**config.mk**
```make
export PLATFORM = sky130hd
export DESIGN_NAME = refresh_sched
export DESIGN_NICKNAME = d
export VERILOG_FILES = /design/src/rtl/refsched_pkg.sv /design/src/rtl/refsched_interval.sv /design/src/rtl/refsched_debt.sv /design/src/rtl/refsched_recovery.sv /design/src/rtl/refresh_sched.sv
export SDC_FILE = /design/constraint.sdc
export NUM_CORES = 1
export LEC_CHECK = 0
export BUFFER_PORTS_ARGS = -buffer_cell sky130_fd_sc_hd__buf_2
export CAP_MARGIN = 30
export CORE_MARGIN = 5
export CORE_UTILIZATION = 60
export CTS_BUF_LIST = sky130_fd_sc_hd__clkbuf_8 sky130_fd_sc_hd__clkbuf_16
export DETAILED_ROUTE_END_ITERATION = 8
export PLACE_DENSITY = 0.82
export SYNTH_ARGS = -nofsm -noshare
export SYNTH_HDL_FRONTEND = slang
export SYNTH_SLANG_ARGS = --single-unit
```
**constraint.sdc**
```tcl
create_clock -name clk -period 5.4 [get_ports clk]
set_clock_uncertainty 0.15 [all_clocks]
set_input_delay 1.08 -clock clk [delete_from_list [all_inputs] [get_ports clk]]
set_output_delay 1.08 -clock clk [all_outputs]
set_load 0.005 [all_outputs]
```
**src/rtl/refsched_pkg.sv**
```systemverilog
package refsched_pkg;

   // Request level seen by the command arbiter.
   typedef enum logic [1:0] {
      LVL_NONE   = 2'd0,
      LVL_LOW    = 2'd1,
      LVL_URGENT = 2'd2
   } req_level_t;

   // Cycles per nominal interval, rounded down so the spacing never exceeds the limit.
   function automatic int cycles_floor(input int mhz, input int ns);
      return (mhz * ns) / 1000;
   endfunction

   // Cycles covering a minimum time, rounded up.
   function automatic int cycles_ceil(input int mhz, input int ns);
      return (mhz * ns + 999) / 1000;
   endfunction

endpackage

```
**src/rtl/refsched_interval.sv**
```systemverilog
module refsched_interval #(
   parameter int INTERVAL_CYC = 976,
   localparam int CNT_W = (INTERVAL_CYC > 1) ? $clog2(INTERVAL_CYC) : 1
) (
   input  logic clk,
   input  logic rst_n,
   output logic tick
);
   localparam logic [CNT_W-1:0] LAST = CNT_W'(INTERVAL_CYC - 1);

   logic [CNT_W-1:0] phase_q;

   always_ff @(posedge clk or negedge rst_n) begin
      if (!rst_n)
         phase_q <= '0;
      else if (phase_q == LAST)
         phase_q <= '0;
      else
         phase_q <= phase_q + 1'b1;
   end

   assign tick = (phase_q == LAST);

   // Ticks are never back to back for an interval of two or more cycles.
   p_tick_gap_r1: assert property (@(posedge clk) disable iff (!rst_n)
      tick |=> !tick);

endmodule

```
**src/rtl/refsched_debt.sv**
```systemverilog
module refsched_debt
   import refsched_pkg::*;
#(
   parameter int MAX_POSTPONE = 8,
   localparam int PEND_W = $clog2(MAX_POSTPONE + 1)
) (
   input  logic              clk,
   input  logic              rst_n,
   input  logic              tick,
   input  logic              gnt,
   input  logic              busy,
   output logic [PEND_W-1:0] owed,
   output req_level_t        level,
   output logic              accept
);
   localparam logic [PEND_W-1:0] LIMIT = PEND_W'(MAX_POSTPONE);

   logic [PEND_W-1:0] owed_q, owed_d;

   always_comb begin
      if (busy || owed_q == '0)
         level = LVL_NONE;
      else if (owed_q == LIMIT)
         level = LVL_URGENT;
      else
         level = LVL_LOW;
   end

   assign accept = gnt && (level != LVL_NONE);

   always_comb begin
      owed_d = owed_q;
      unique case ({tick, accept})
         2'b10:   if (owed_q != LIMIT) owed_d = owed_q + 1'b1;
         2'b01:   owed_d = owed_q - 1'b1;
         default: owed_d = owed_q;
      endcase
   end

   always_ff @(posedge clk or negedge rst_n) begin
      if (!rst_n)
         owed_q <= '0;
      else
         owed_q <= owed_d;
   end

   assign owed = owed_q;

   p_no_overflow_r3: assert property (@(posedge clk) disable iff (!rst_n)
      owed_q <= LIMIT);

   p_accept_dec_r5: assert property (@(posedge clk) disable iff (!rst_n)
      (accept && !tick) |=> (owed_q == $past(owed_q) - 1'b1));

   p_stray_grant_r6: assert property (@(posedge clk) disable iff (!rst_n)
      (gnt && !accept && !tick) |=> $stable(owed_q));

   p_tick_inc_r1: assert property (@(posedge clk) disable iff (!rst_n)
      (tick && !accept && owed_q != LIMIT) |=> (owed_q == $past(owed_q) + 1'b1));

endmodule

```
**src/rtl/refsched_recovery.sv**
```systemverilog
module refsched_recovery #(
   parameter int TRFC_CYC = 9,
   localparam int RW = $clog2(TRFC_CYC + 1)
) (
   input  logic clk,
   input  logic rst_n,
   input  logic start,
   output logic busy
);
   generate
      if (TRFC_CYC == 1) begin : g_single
         logic busy_q;
         always_ff @(posedge clk or negedge rst_n) begin
            if (!rst_n) busy_q <= 1'b0;
            else        busy_q <= start;
         end
         assign busy = busy_q;
      end else begin : g_count
         logic [RW-1:0] left_q;
         always_ff @(posedge clk or negedge rst_n) begin
            if (!rst_n)
               left_q <= '0;
            else if (start)
               left_q <= RW'(TRFC_CYC);
            else if (left_q != '0)
               left_q <= left_q - 1'b1;
         end
         assign busy = (left_q != '0);
      end
   endgenerate

   p_busy_start_r7: assert property (@(posedge clk) disable iff (!rst_n)
      start |=> busy);

endmodule

```
**src/rtl/refresh_sched.sv**
```systemverilog
module refresh_sched
   import refsched_pkg::*;
#(
   parameter int CLK_MHZ      = 125,
   parameter int REFI_NS      = 7812,
   parameter int TRFC_NS      = 70,
   parameter int MAX_POSTPONE = 8,
   localparam int PEND_W = $clog2(MAX_POSTPONE + 1)
) (
   input  logic              clk,
   input  logic              rst_n,
   input  logic              ref_gnt,
   output logic              ref_req,
   output logic              ref_urgent,
   output logic              ref_busy,
   output logic              cke_hold,
   output logic [PEND_W-1:0] owed
);
   localparam int INTERVAL_CYC = cycles_floor(CLK_MHZ, REFI_NS);
   localparam int TRFC_CYC     = cycles_ceil(CLK_MHZ, TRFC_NS);

   generate
      if (MAX_POSTPONE < 1) begin : g_bad_limit
         $error("MAX_POSTPONE must be at least 1");
      end
      if (INTERVAL_CYC < 2) begin : g_bad_interval
         $error("refresh interval must span at least two clocks");
      end
      if (TRFC_CYC < 1 || TRFC_CYC >= INTERVAL_CYC) begin : g_bad_trfc
         $error("recovery time must be nonzero and shorter than the interval");
      end
   endgenerate

   logic       tick;
   logic       accept;
   req_level_t level;

   refsched_interval #(.INTERVAL_CYC(INTERVAL_CYC)) u_interval (
      .clk  (clk),
      .rst_n(rst_n),
      .tick (tick)
   );

   refsched_debt #(.MAX_POSTPONE(MAX_POSTPONE)) u_debt (
      .clk   (clk),
      .rst_n (rst_n),
      .tick  (tick),
      .gnt   (ref_gnt),
      .busy  (ref_busy),
      .owed  (owed),
      .level (level),
      .accept(accept)
   );

   refsched_recovery #(.TRFC_CYC(TRFC_CYC)) u_recovery (
      .clk  (clk),
      .rst_n(rst_n),
      .start(accept),
      .busy (ref_busy)
   );

   assign ref_req    = (level != LVL_NONE);
   assign ref_urgent = (level == LVL_URGENT);
   assign cke_hold   = ref_busy || accept;

   p_req_gate_r2: assert property (@(posedge clk) disable iff (!rst_n)
      ref_busy |-> !ref_req);

   p_urgent_at_limit_r4: assert property (@(posedge clk) disable iff (!rst_n)
      ref_urgent |-> (ref_req && owed == PEND_W'(MAX_POSTPONE)));

   p_cke_cover_r8: assert property (@(posedge clk) disable iff (!rst_n)
      (ref_busy || (ref_gnt && ref_req)) |-> cke_hold);

   p_no_cmd_in_window_r7: assert property (@(posedge clk) disable iff (!rst_n)
      ref_busy |=> !$rose(ref_req) || !$past(ref_busy) || !ref_busy);

endmodule

```
==> results of run 1 <==
[per-stage QoR]
stage	utilization [%]	worst slack, ns	cell area [µm²]	instances
final	66.7	2.28	1130	126
after detailed placement	63.4	2.27	1070	122
after global placement	63.4	2.31	1070	122
after CTS	66.7	2.28	1130	126
after global routing	66.7	2.22	1130	126
after floorplan	-	2.53	1030	101
[per-layer routing]
metal / wire length (µm) / up-vias / global-route usage (%)
met5: 0 / - / 0
met4: 40 / 0 / 9.17
met3: 87 / 4 / 3.44
met2: 871 / 19 / 28.2
met1: 870 / 369 / 21.5
li1: - / 372 / -
[sequential cells by signal (all words and copies together) (netlist names)]
name	cells
u_debt.owed	4
u_interval.phase_q	10
u_recovery.g_count.left_q	4
[cell families (layout without fill, tap and decap cells)]
| kind of cell | Yosys count | after routing | share of synthesized area [%] |
|---|---|---|---|
| and+or+nand+nor | 41 | 41 | 23.8 |
| xor gates and xnor gates | 10 | 10 | 8.46 |
| AOI/OAI and AO/OA | 13 | 13 | 9.31 |
| buffers and inverters | 11 | 19 | 5.20 |
| DFF | 18 | 18 | 43.5 |
| muxes | 4 | 4 | 4.84 |
| adders and majority gates | 4 | 4 | 4.84 |
[layout make-up]
class	instances	area share, %
Multi-Input combinational cell	72	47.1
Sequential cell	18	40.0
Clock buffer	4	4.89
Timing Repair Buffer	10	4.44
Tap cell	17	1.89
Inverter	5	1.67
[how the worst min path moves through the flow]
stage	startpoint	endpoint	slack, ns	depth (start not counted)
after CTS	u_interval.phase_q[0]	u_interval.phase_q[0]	0.34	1
final	u_interval.phase_q[0]	u_interval.phase_q[0]	0.34	1
after detailed placement	u_interval.phase_q[0]	u_interval.phase_q[0]	0.33	1
after global routing	u_interval.phase_q[0]	u_interval.phase_q[0]	0.37	1
after floorplan	u_interval.phase_q[0]	u_interval.phase_q[0]	0.30	1
after global placement	u_interval.phase_q[0]	u_interval.phase_q[0]	0.32	1
[report_power, final]
group          total (µW)  leakage, µW  switching (µW)  internal (µW)
Combinational        4.63     0.000327            3.52           1.10
Clock                 111    0.0000288            46.2           64.8
Sequential            135     0.000237               0            135
Total                 250     0.000593            49.7            201
[synthesized netlist by cell type, types with 2 or more instances]
master / n / area [µm²]
nor4_1: 2 / 12.5
dfrtp_1: 18 / 450
nor3_1: 2 / 10.0
xor2_1: 4 / 35.0
a21oi_1: 5 / 25.0
nor2_1: 10 / 37.5
o21ai_0: 2 / 10.0
xnor2_1: 6 / 52.6
buf_2: 4 / 20.0
ha_1: 4 / 50.1
nand2_1: 9 / 33.8
nand3_1: 4 / 20.0
mux2_4: 2 / 30.0
nand4_1: 3 / 18.8
and3_1: 2 / 12.5
inv_1: 5 / 18.8
mux2i_1: 2 / 20.0
buf_4: 2 / 15.0
==> run summary, run 1 <==
Reg2Reg Launch Point: u_interval.phase_q[4]
DIE HEIGHT: 51.5 µm
Hold/Removal Path Class: reg -> reg
Asr flop ratio synth: 100%
Area Overhead vs Synth: 8.83%
Req. time, crit path: 4.17 ns
First-pass detailed-route iteration total: 4
Sequential fraction of the synthesis area: 43.5%
Total GRT Usage: 17.3%
Number of flops mapped to enable cells by yosys: 0
Largest net degree at the start of global routing: 19
Reg area: 450 µm²
Worst vdd ir: 0.000226 V
Antenna violations before repair: 0
Top delay family on crit path: simple AND/OR/NAND/NOR gates
Crit path launch: ref_gnt
Die Area: 0.00265 mm²
PostCTS Resize Cnt: 0
Crit share post-route: 57.8%
Max Cap Viol: 0
Crit. End Element: output pin
Via count: 764
Mapped Area: 0.00103 mm²
Placer Congestion: 0.821
Nets: 117
CTS Buffer Depth: 2
Critical path's slowest cell: or2_0
Area occupied by multi-input gates: 531 µm²
DP HPWL: 1330 µm
Max Freq: 0.320 GHz
#FFs+latches synth: 18
WHS: 0.339 ns
CTS tree: yes
Antenna Violating Nets Remaining: 0
Type of origin of the critical path: primary input
Setup CP Type: in -> out
Num rows: 15
Leakage Power: 0.000593 µW
CTS Buf Count: 3
CTS H-tree depth: 1
CP cell instances: buf_2 > nand4bb_4 > or2_0 > nand2_1 > buf_2
Arrival @ worst endpoint: 1.89 ns
Via-per-instance ratio: 6.06
Worst-path clk slew: 0.07 ns
Initial Util: 61.3%
Most common cell after layout, fill and taps aside: dfrtp_1
Grt ovf: 0
Vias in the first global route: 785
RSZ-0062 raised after global routing: no
Run status: completed
Syn Nets: 108
Flop2flop setup slack: 2.54 ns
Finish-stage setup viols: 0
DRC Markers: 0
Final setup TNS: 0 ns
Crit path time final: 3.12 ns
Max stage delay on crit path: 0.35 ns
Core area: 0.00169 mm²
Die X: 51.5 µm
CP most frequent cell: buf_2
Cell count along the critical path: 5
Top Ports: 11
Average routed wire per standard cell: 14.8 µm
Final wirelength: 1870 µm
Final hold vios: 0
YS warnings: 0
Buffers & Inverters on Critical Path: 2
Power Dens Cells: 222 mW/mm²
Mapped Cells: 101
DRT iter0 DRCs: 15
Most frequent cells in the layout: dfrtp_1 (18), nor2_1 (10), buf_2 (10)
# hold bufs at CTS: 0
Clock Latency Late Sink: 0.25 ns
Slew headroom: 54.2%
Reg2reg end: u_debt.owed[2]
Num Clock Sinks: 18
Share of layout cells above drive strength 1: 19.3%
R2R cell count: 8
PortBufs: 10
Top_reg_cell synth: dfrtp_1
Measured slew at the worst slew-check pin: 0.683 ns
Root Buffer: clkbuf_8
# fillers: 133
First-pass GRT wire length: 3370 µm
Post-layout power: 250 µW
Final Slew Violations: 0
Ant. Diodes: 0
Crit path to: cke_hold
Post-CTS Setup Inserts: 0
Synth cell types: 33
Worst-path maximum fanout: 7
Syn avg cell area: 10.2 µm²
No activity file was read; power rests on OpenSTA's default activity.
==> run 2: changes to the inputs <==
--- a/config.mk
+++ b/config.mk
@@ -8,10 +8,10 @@
 export BUFFER_PORTS_ARGS = -buffer_cell sky130_fd_sc_hd__buf_2
 export CAP_MARGIN = 30
 export CORE_MARGIN = 5
-export CORE_UTILIZATION = 60
+export CORE_UTILIZATION = 56
 export CTS_BUF_LIST = sky130_fd_sc_hd__clkbuf_8 sky130_fd_sc_hd__clkbuf_16
 export DETAILED_ROUTE_END_ITERATION = 8
-export PLACE_DENSITY = 0.82
+export PLACE_DENSITY = 0.78
 export SYNTH_ARGS = -nofsm -noshare
 export SYNTH_HDL_FRONTEND = slang
 export SYNTH_SLANG_ARGS = --single-unit
==> constraint.sdc (replaced) <==
create_clock -name clk -period 3.1 [get_ports clk]
set_clock_uncertainty 0.15 [all_clocks]
set_input_delay 0.62 -clock clk [delete_from_list [all_inputs] [get_ports clk]]
set_output_delay 0.62 -clock clk [all_outputs]
set_load 0.005 [all_outputs]
==> run 2 against run 1 <==
- via count is 5.5% lower
- utilization is 1.1 points lower
- cell area is 1.6% higher
- non-clock buffer count is 1 higher
- flip-flop and latch count stayed put
- worst setup slack worse by 1.8 ns
- critical endpoint is now u_debt.owed[2]
- largest cell class unchanged
==> run summary, run 2 (synthesis results as in run 1) <==
Run status: completed
Measured slew at the worst slew-check pin: 0.537 ns (-0.147 ns)
PostCTS Resize Cnt: 0 (unchanged)
Nets: 118 (+0.85%)
Max Freq: 0.376 GHz
Max reg flops: 10 (unchanged)
Global routing usage on met1: 19.9% (-1.6 points)
Average routed wire per standard cell: 12.8 µm (-14%)
Max Cap Viol: 0 (unchanged)
Crit path time final: 2.66 ns
Core area: 0.00175 mm² (+3.3%)
Final Cell Area: 0.00114 mm² (+1.6%)
Num Clock Sinks: 18 (unchanged)
Root Buffer: clkbuf_8
# fillers: 130 (-2.3%)
Grt ovf: 0 (unchanged)
Type of origin of the critical path: flip-flop
Total GRT Usage: 15.7% (-1.5 points)
Hold/Removal Path Class: in -> async
Area after DPL: 0.00109 mm² (+1.6%)
Slew headroom: 63.9% (+9.7 points)
First-pass detailed-route iteration total: 4 (unchanged)
Biggest register: u_interval.phase_q
Leakage Power: 0.000599 µW (+0.92%)
# hold bufs at CTS: 0 (unchanged)
Share of layout cells above drive strength 1: 20.0% (+0.73 points)
PortBufs: 10 (unchanged)
DRT iter0 DRCs: 12 (-3)
Arrival @ worst endpoint: 2.64 ns (+0.75 ns)
DIE HEIGHT: 53.0 µm (+2.8%)
Post-CTS Setup Inserts: 0 (unchanged)
Initial Util: 59.3% (-2.0 points)
First-pass GRT wire length: 3110 µm (-7.6%)
DRC Markers: 0 (unchanged)
Most frequent cells in the layout: dfrtp_1 (18), nor2_1 (10), buf_2 (10)
Num rows: 15 (unchanged)
Ant. Diodes: 0 (unchanged)
Worst vdd ir: 0.000273 V (+21%)
Power Dens Cells: 376 mW/mm² (+69%)
CTS H-tree depth: 1 (unchanged)
Largest net degree at the start of global routing: 19 (unchanged)
Grt met3 use: 3.38% (-0.058 points)
Final wirelength: 1730 µm (-7.4%)
Final hold vios: 0 (unchanged)
Final setup TNS: 0 ns (unchanged)
Placer Congestion: 0.802 (-2.3%)
Area Overhead vs Synth: 10.5%
GRT Max-Usage Layer: met2
Crit. End Element: flip-flop
Crit share post-route: 85.8%
Antenna violations before repair: 0 (unchanged)
Die X: 53.0 µm (+2.8%)
Final Slew Violations: 0 (unchanged)
Finish-stage setup viols: 0 (unchanged)
Die Area: 0.00281 mm² (+5.7%)
CTS tree: yes
Worst-path maximum fanout: 10 (+3)
CTS Buffer Depth: 2 (unchanged)
Via-per-instance ratio: 5.35 (-12%)
Worst-path clk slew: 0.07 ns (about the same)
Setup CP Type: reg -> reg
DP HPWL: 1270 µm (-4.1%)
Vias in the first global route: 713 (-9.2%)
Post-layout power: 430 µW (+72%)
Via count: 722 (-5.5%)
Req. time, crit path: 3.08 ns (-1.09 ns)
Antenna Violating Nets Remaining: 0 (unchanged)
Met2 GRT Util: 25.2% (-3.0 points)
RSZ-0062 raised after global routing: no
CTS Buf Count: 3 (unchanged)
Clock Latency Late Sink: 0.25 ns (about the same)
Most common cell after layout, fill and taps aside: dfrtp_1
Top Ports: 11 (unchanged)
## run 2: critical path, stage by stage, from the launching register on
cell,delay (ns)
dfrtp_1,0.49
nor4_1,0.51
or2_0,0.34
nor2_1,0.09
xor2_1,0.15
ha_1,0.22
nor4_1,0.32
mux2i_1,0.14
xnor2_1,0.14
## run 2: metrics by stage
step           utilization (%)  setup slack [ns]  hold WS, ns  instances
2_1_floorplan                -             0.765        0.174        101
3_3_place_gp              62.4             0.696        0.321        131
3_5_place_dp              62.4             0.600        0.331        131
4_1_cts                   65.5             0.458        0.152        135
5_1_grt                   65.5             0.231        0.170        135
6_report                  65.5             0.440        0.139        135
## run 2: area by class of cell
| class | instances | area [µm²] | area share, % |
|---|---|---|---|
| repair buffers | 11 | 57.6 | 5.03 |
| clock buffers | 4 | 55.1 | 4.81 |
| well taps | 25 | 31.3 | 2.74 |
| multi-input cells | 72 | 531 | 46.4 |
| flip-flops and latches | 18 | 450 | 39.4 |
| inverters | 5 | 18.8 | 1.64 |
## run 2: power breakdown
group          internal [µW]  switching (µW)  leakage (µW)  total [µW]
sequential               235               0      0.000237         235
combinational           1.92            6.06      0.000333        7.98
clock                    113            74.3     0.0000288         187
total                    349            80.3      0.000599         430
## run 2: path summary, 6_finish.rpt
kind / start / slack, ns / end / cells past startpoint
max: u_debt.owed[1] / 0.44 / u_debt.owed[2] / 8
min: rst_n / 0.14 / u_interval.phase_q[5] / 1
min reg2reg: u_interval.phase_q[0] / 0.34 / u_interval.phase_q[0] / 1
max in group asynchronous: rst_n / 2.38 / u_debt.owed[1] / 1
max reg2reg: u_debt.owed[1] / 0.44 / u_debt.owed[2] / 8
min in group clk: u_interval.phase_q[0] / 0.34 / u_interval.phase_q[0] / 1
## run 2: layer usage
layer | share of wire [%] | routed length, µm
met1 | 47 | 821
met2 | 49 | 842
met3 | 2.9 | 51
met4 | 0.98 | 17
met5 | 0 | 0
==> run 3: changes to the inputs <==
==> constraint.sdc (replaced) <==
create_clock -name clk -period 2.51 [get_ports clk]
set_clock_uncertainty 0.15 [all_clocks]
set_input_delay 0.502 -clock clk [delete_from_list [all_inputs] [get_ports clk]]
set_output_delay 0.502 -clock clk [all_outputs]
set_load 0.005 [all_outputs]
==> run 3 against run 2 <==
- die area unchanged
- register-to-register slack got worse by 0.29 ns
- via count increased by 7.6%
- flip-flop and latch count did not move
- cell area up 4.2%
- first-iteration DRC count down 42%
- non-clock buffer count increased by 3
- total power up 22%
- sequential power rose by 23%
- critical endpoint unchanged
- largest cell class unchanged
- highest routed layer unchanged
==> run summary, run 3 (synthesis results as in run 1) <==
Worst-path clk slew: 0.06 ns (about the same)
CTS tree: yes
Average routed wire per standard cell: 13.7 µm (+6.6%)
Die Area: 0.00281 mm² (unchanged)
Core area: 0.00175 mm² (unchanged)
Arrival @ worst endpoint: 2.34 ns (-0.30 ns)
Most common cell after layout, fill and taps aside: dfrtp_1
Initial Util: 59.3% (unchanged)
Cell count along the critical path: 8 (unchanged)
Num rows: 15 (unchanged)
Req. time, crit path: 2.48 ns (-0.60 ns)
CTS Buf Count: 3 (unchanged)
Antenna Violating Nets Remaining: 0 (unchanged)
R2R cell count: 8 (unchanged)
Finish-stage setup viols: 0 (unchanged)
Nets: 121 (+2.5%)
Run status: completed
Post-layout power: 526 µW (+22%)
First-pass GRT wire length: 3390 µm (+9.1%)
Reg area: 452 µm² (+0.28%)
Area occupied by multi-input gates: 554 µm² (+4.5%)
Critical path's slowest cell: dfrtp_2
Buffers & Inverters on Critical Path: 0 (unchanged)
Worst-path maximum fanout: 8 (-2)
Max Freq: 0.423 GHz (+13%)
Top delay family on crit path: simple AND/OR/NAND/NOR gates
Measured slew at the worst slew-check pin: 0.400 ns (-0.137 ns)
# hold bufs at CTS: 0 (unchanged)
Biggest register: u_interval.phase_q
Via count: 777 (+7.6%)
Power Dens Cells: 442 mW/mm² (+18%)
# fillers: 137 (+5.4%)
Area Overhead vs Synth: 15.1%
CTS H-tree depth: 1 (unchanged)
Crit share post-route: 94.2% (+8.4 points)
Crit. End Element: flip-flop
Net Sw Power: 94.7 µW (+18%)
Final Cell Area: 0.00119 mm² (+4.2%)
Most frequent cells in the layout: dfrtp_1 (17), nor2_1 (10), buf_2 (10)
Largest net degree at the start of global routing: 19 (unchanged)
WHS: 0.0255 ns (-0.113 ns)
Flop pwr share: 55.1% (+0.5 points)
Share of layout cells above drive strength 1: 27.4% (+7.4 points)
Max stage delay on crit path: 0.46 ns (-0.05 ns)
Setup CP Type: reg -> reg
Combinational power share: 1.9% (about the same)
Die X: 53.0 µm (unchanged)
Ant. Diodes: 0 (unchanged)
Antenna violations before repair: 0 (unchanged)
Final Worst Setup Slack: 0.147 ns (-0.294 ns)
Sw Share: 18.0% (-0.69 points)
CP cell instances: nor4bb_2 > nor3b_2 > nor2_1 > xor2_1 > ha_1 > nor4_2 > mux2i_1 > xnor2_1
DP HPWL: 1430 µm (+12%)
Final wirelength: 1890 µm (+9.0%)
Worst vdd ir: 0.000333 V (+22%)
DIE HEIGHT: 53.0 µm (unchanged)
Max reg flops: 10 (unchanged)
Total GRT Usage: 16.6% (+0.88 points)
Hold/Removal Path Class: in -> async
Via-per-instance ratio: 5.63 (+5.3%)
First-pass detailed-route iteration total: 4 (unchanged)
Type of origin of the critical path: flip-flop
Area after DPL: 0.00111 mm² (+2.1%)
Final Slew Violations: 0 (unchanged)
Grt ovf: 0 (unchanged)
CTS Buffer Depth: 2 (unchanged)
Flop2flop setup slack: 0.15 ns (-0.29 ns)
Placer Congestion: 0.709 (-12%)
Clock Latency Late Sink: 0.24 ns (about the same)
Crit path time final: 2.36 ns (-0.296 ns)
PortBufs: 10 (unchanged)
Post-CTS Setup Inserts: 0 (unchanged)
Clk pwr share: 43.0% (-0.5 points)
DRT iter0 DRCs: 7 (-5)
Root Buffer: clkbuf_8
Internal power: 431 µW (+23%)
Place WS: 0.127 ns (-0.473 ns)
Vias in the first global route: 799 (+12%)
Max Cap Viol: 0 (unchanged)
Leakage Power: 0.000613 µW (+2.5%)
Final hold vios: 0 (unchanged)
DRC Markers: 0 (unchanged)
Num Clock Sinks: 18 (unchanged)
Slew headroom: 73.4% (+9.4 points)
Top Ports: 11 (unchanged)
[run 3: changes by cell type in the layout (fill, tap and decap cells not counted), sizes merged]
| cell | delta |
|---|---|
| buf | +3 |
[run 3: metrics by stage]
step / util, % / setup TNS (ns) / std cells
after floorplan: - / 0 / 101
after global placement: 63.7 / 0 / 134
after detailed placement: 63.7 / 0 / 134
after CTS: 66.8 / 0 / 138
after global routing: 68.2 / -0.00936 / 138
final: 68.2 / 0 / 138
[run 3: final timing paths]
| kind | from | end |
|---|---|---|
| worst max-delay path | u_interval.phase_q[5] | u_debt.owed[2] |
| worst min-delay path | rst_n | u_interval.phase_q[2] |
| worst min register to register | u_interval.phase_q[0] | u_interval.phase_q[0] |
| worst max register to register | u_interval.phase_q[5] | u_debt.owed[2] |
| max in group asynchronous | rst_n | u_interval.phase_q[5] |
| min in group clk | u_interval.phase_q[0] | u_interval.phase_q[0] |
[run 3: final cells by class]
type                    instances  share of cell area (%)
multi-input cells              72                    46.5
flip-flops and latches         18                    37.9
repair buffers                 14                    6.72
clock buffers                   4                    4.62
well taps                      25                    2.63
inverters                       5                    1.58
[run 3: power groups by stage]
stage	registers (µW)	logic (µW)	clock network, µW
6_report	290	9.94	226
5_1_grt	290	11.8	246
4_1_cts	290	10.3	234
3_5_place_dp	295	10.3	0
3_3_place_gp	295	10.3	0
2_1_floorplan	296	2.32	0
[run 3: worst register-to-register path: cells and delay by family, from the launching register on]
| kind | cells | cell delay, ns |
|---|---|---|
| simple gates | 4 | 0.99 |
| flops | 1 | 0.46 |
| xor+xnor | 2 | 0.28 |
| fa+ha+maj | 1 | 0.22 |
| mux | 1 | 0.13 |
[run 3: what timing repair did]
item / 4_1_cts / 5_1_grt
hold endpoints to repair: 0 / 0
gates resized for setup: 0 / 7
endpoints found under the setup margin: 0 / 2
[run 3: metal layers]
metal | global-route usage, % | vias to the layer above | wire length [µm]
met5 | 0 | - | 0
li1 | - | 381 | -
met3 | 3.10 | 6 | 49
met2 | 28.3 | 15 | 967
met4 | 8.94 | 0 | 48
met1 | 19.5 | 375 | 823
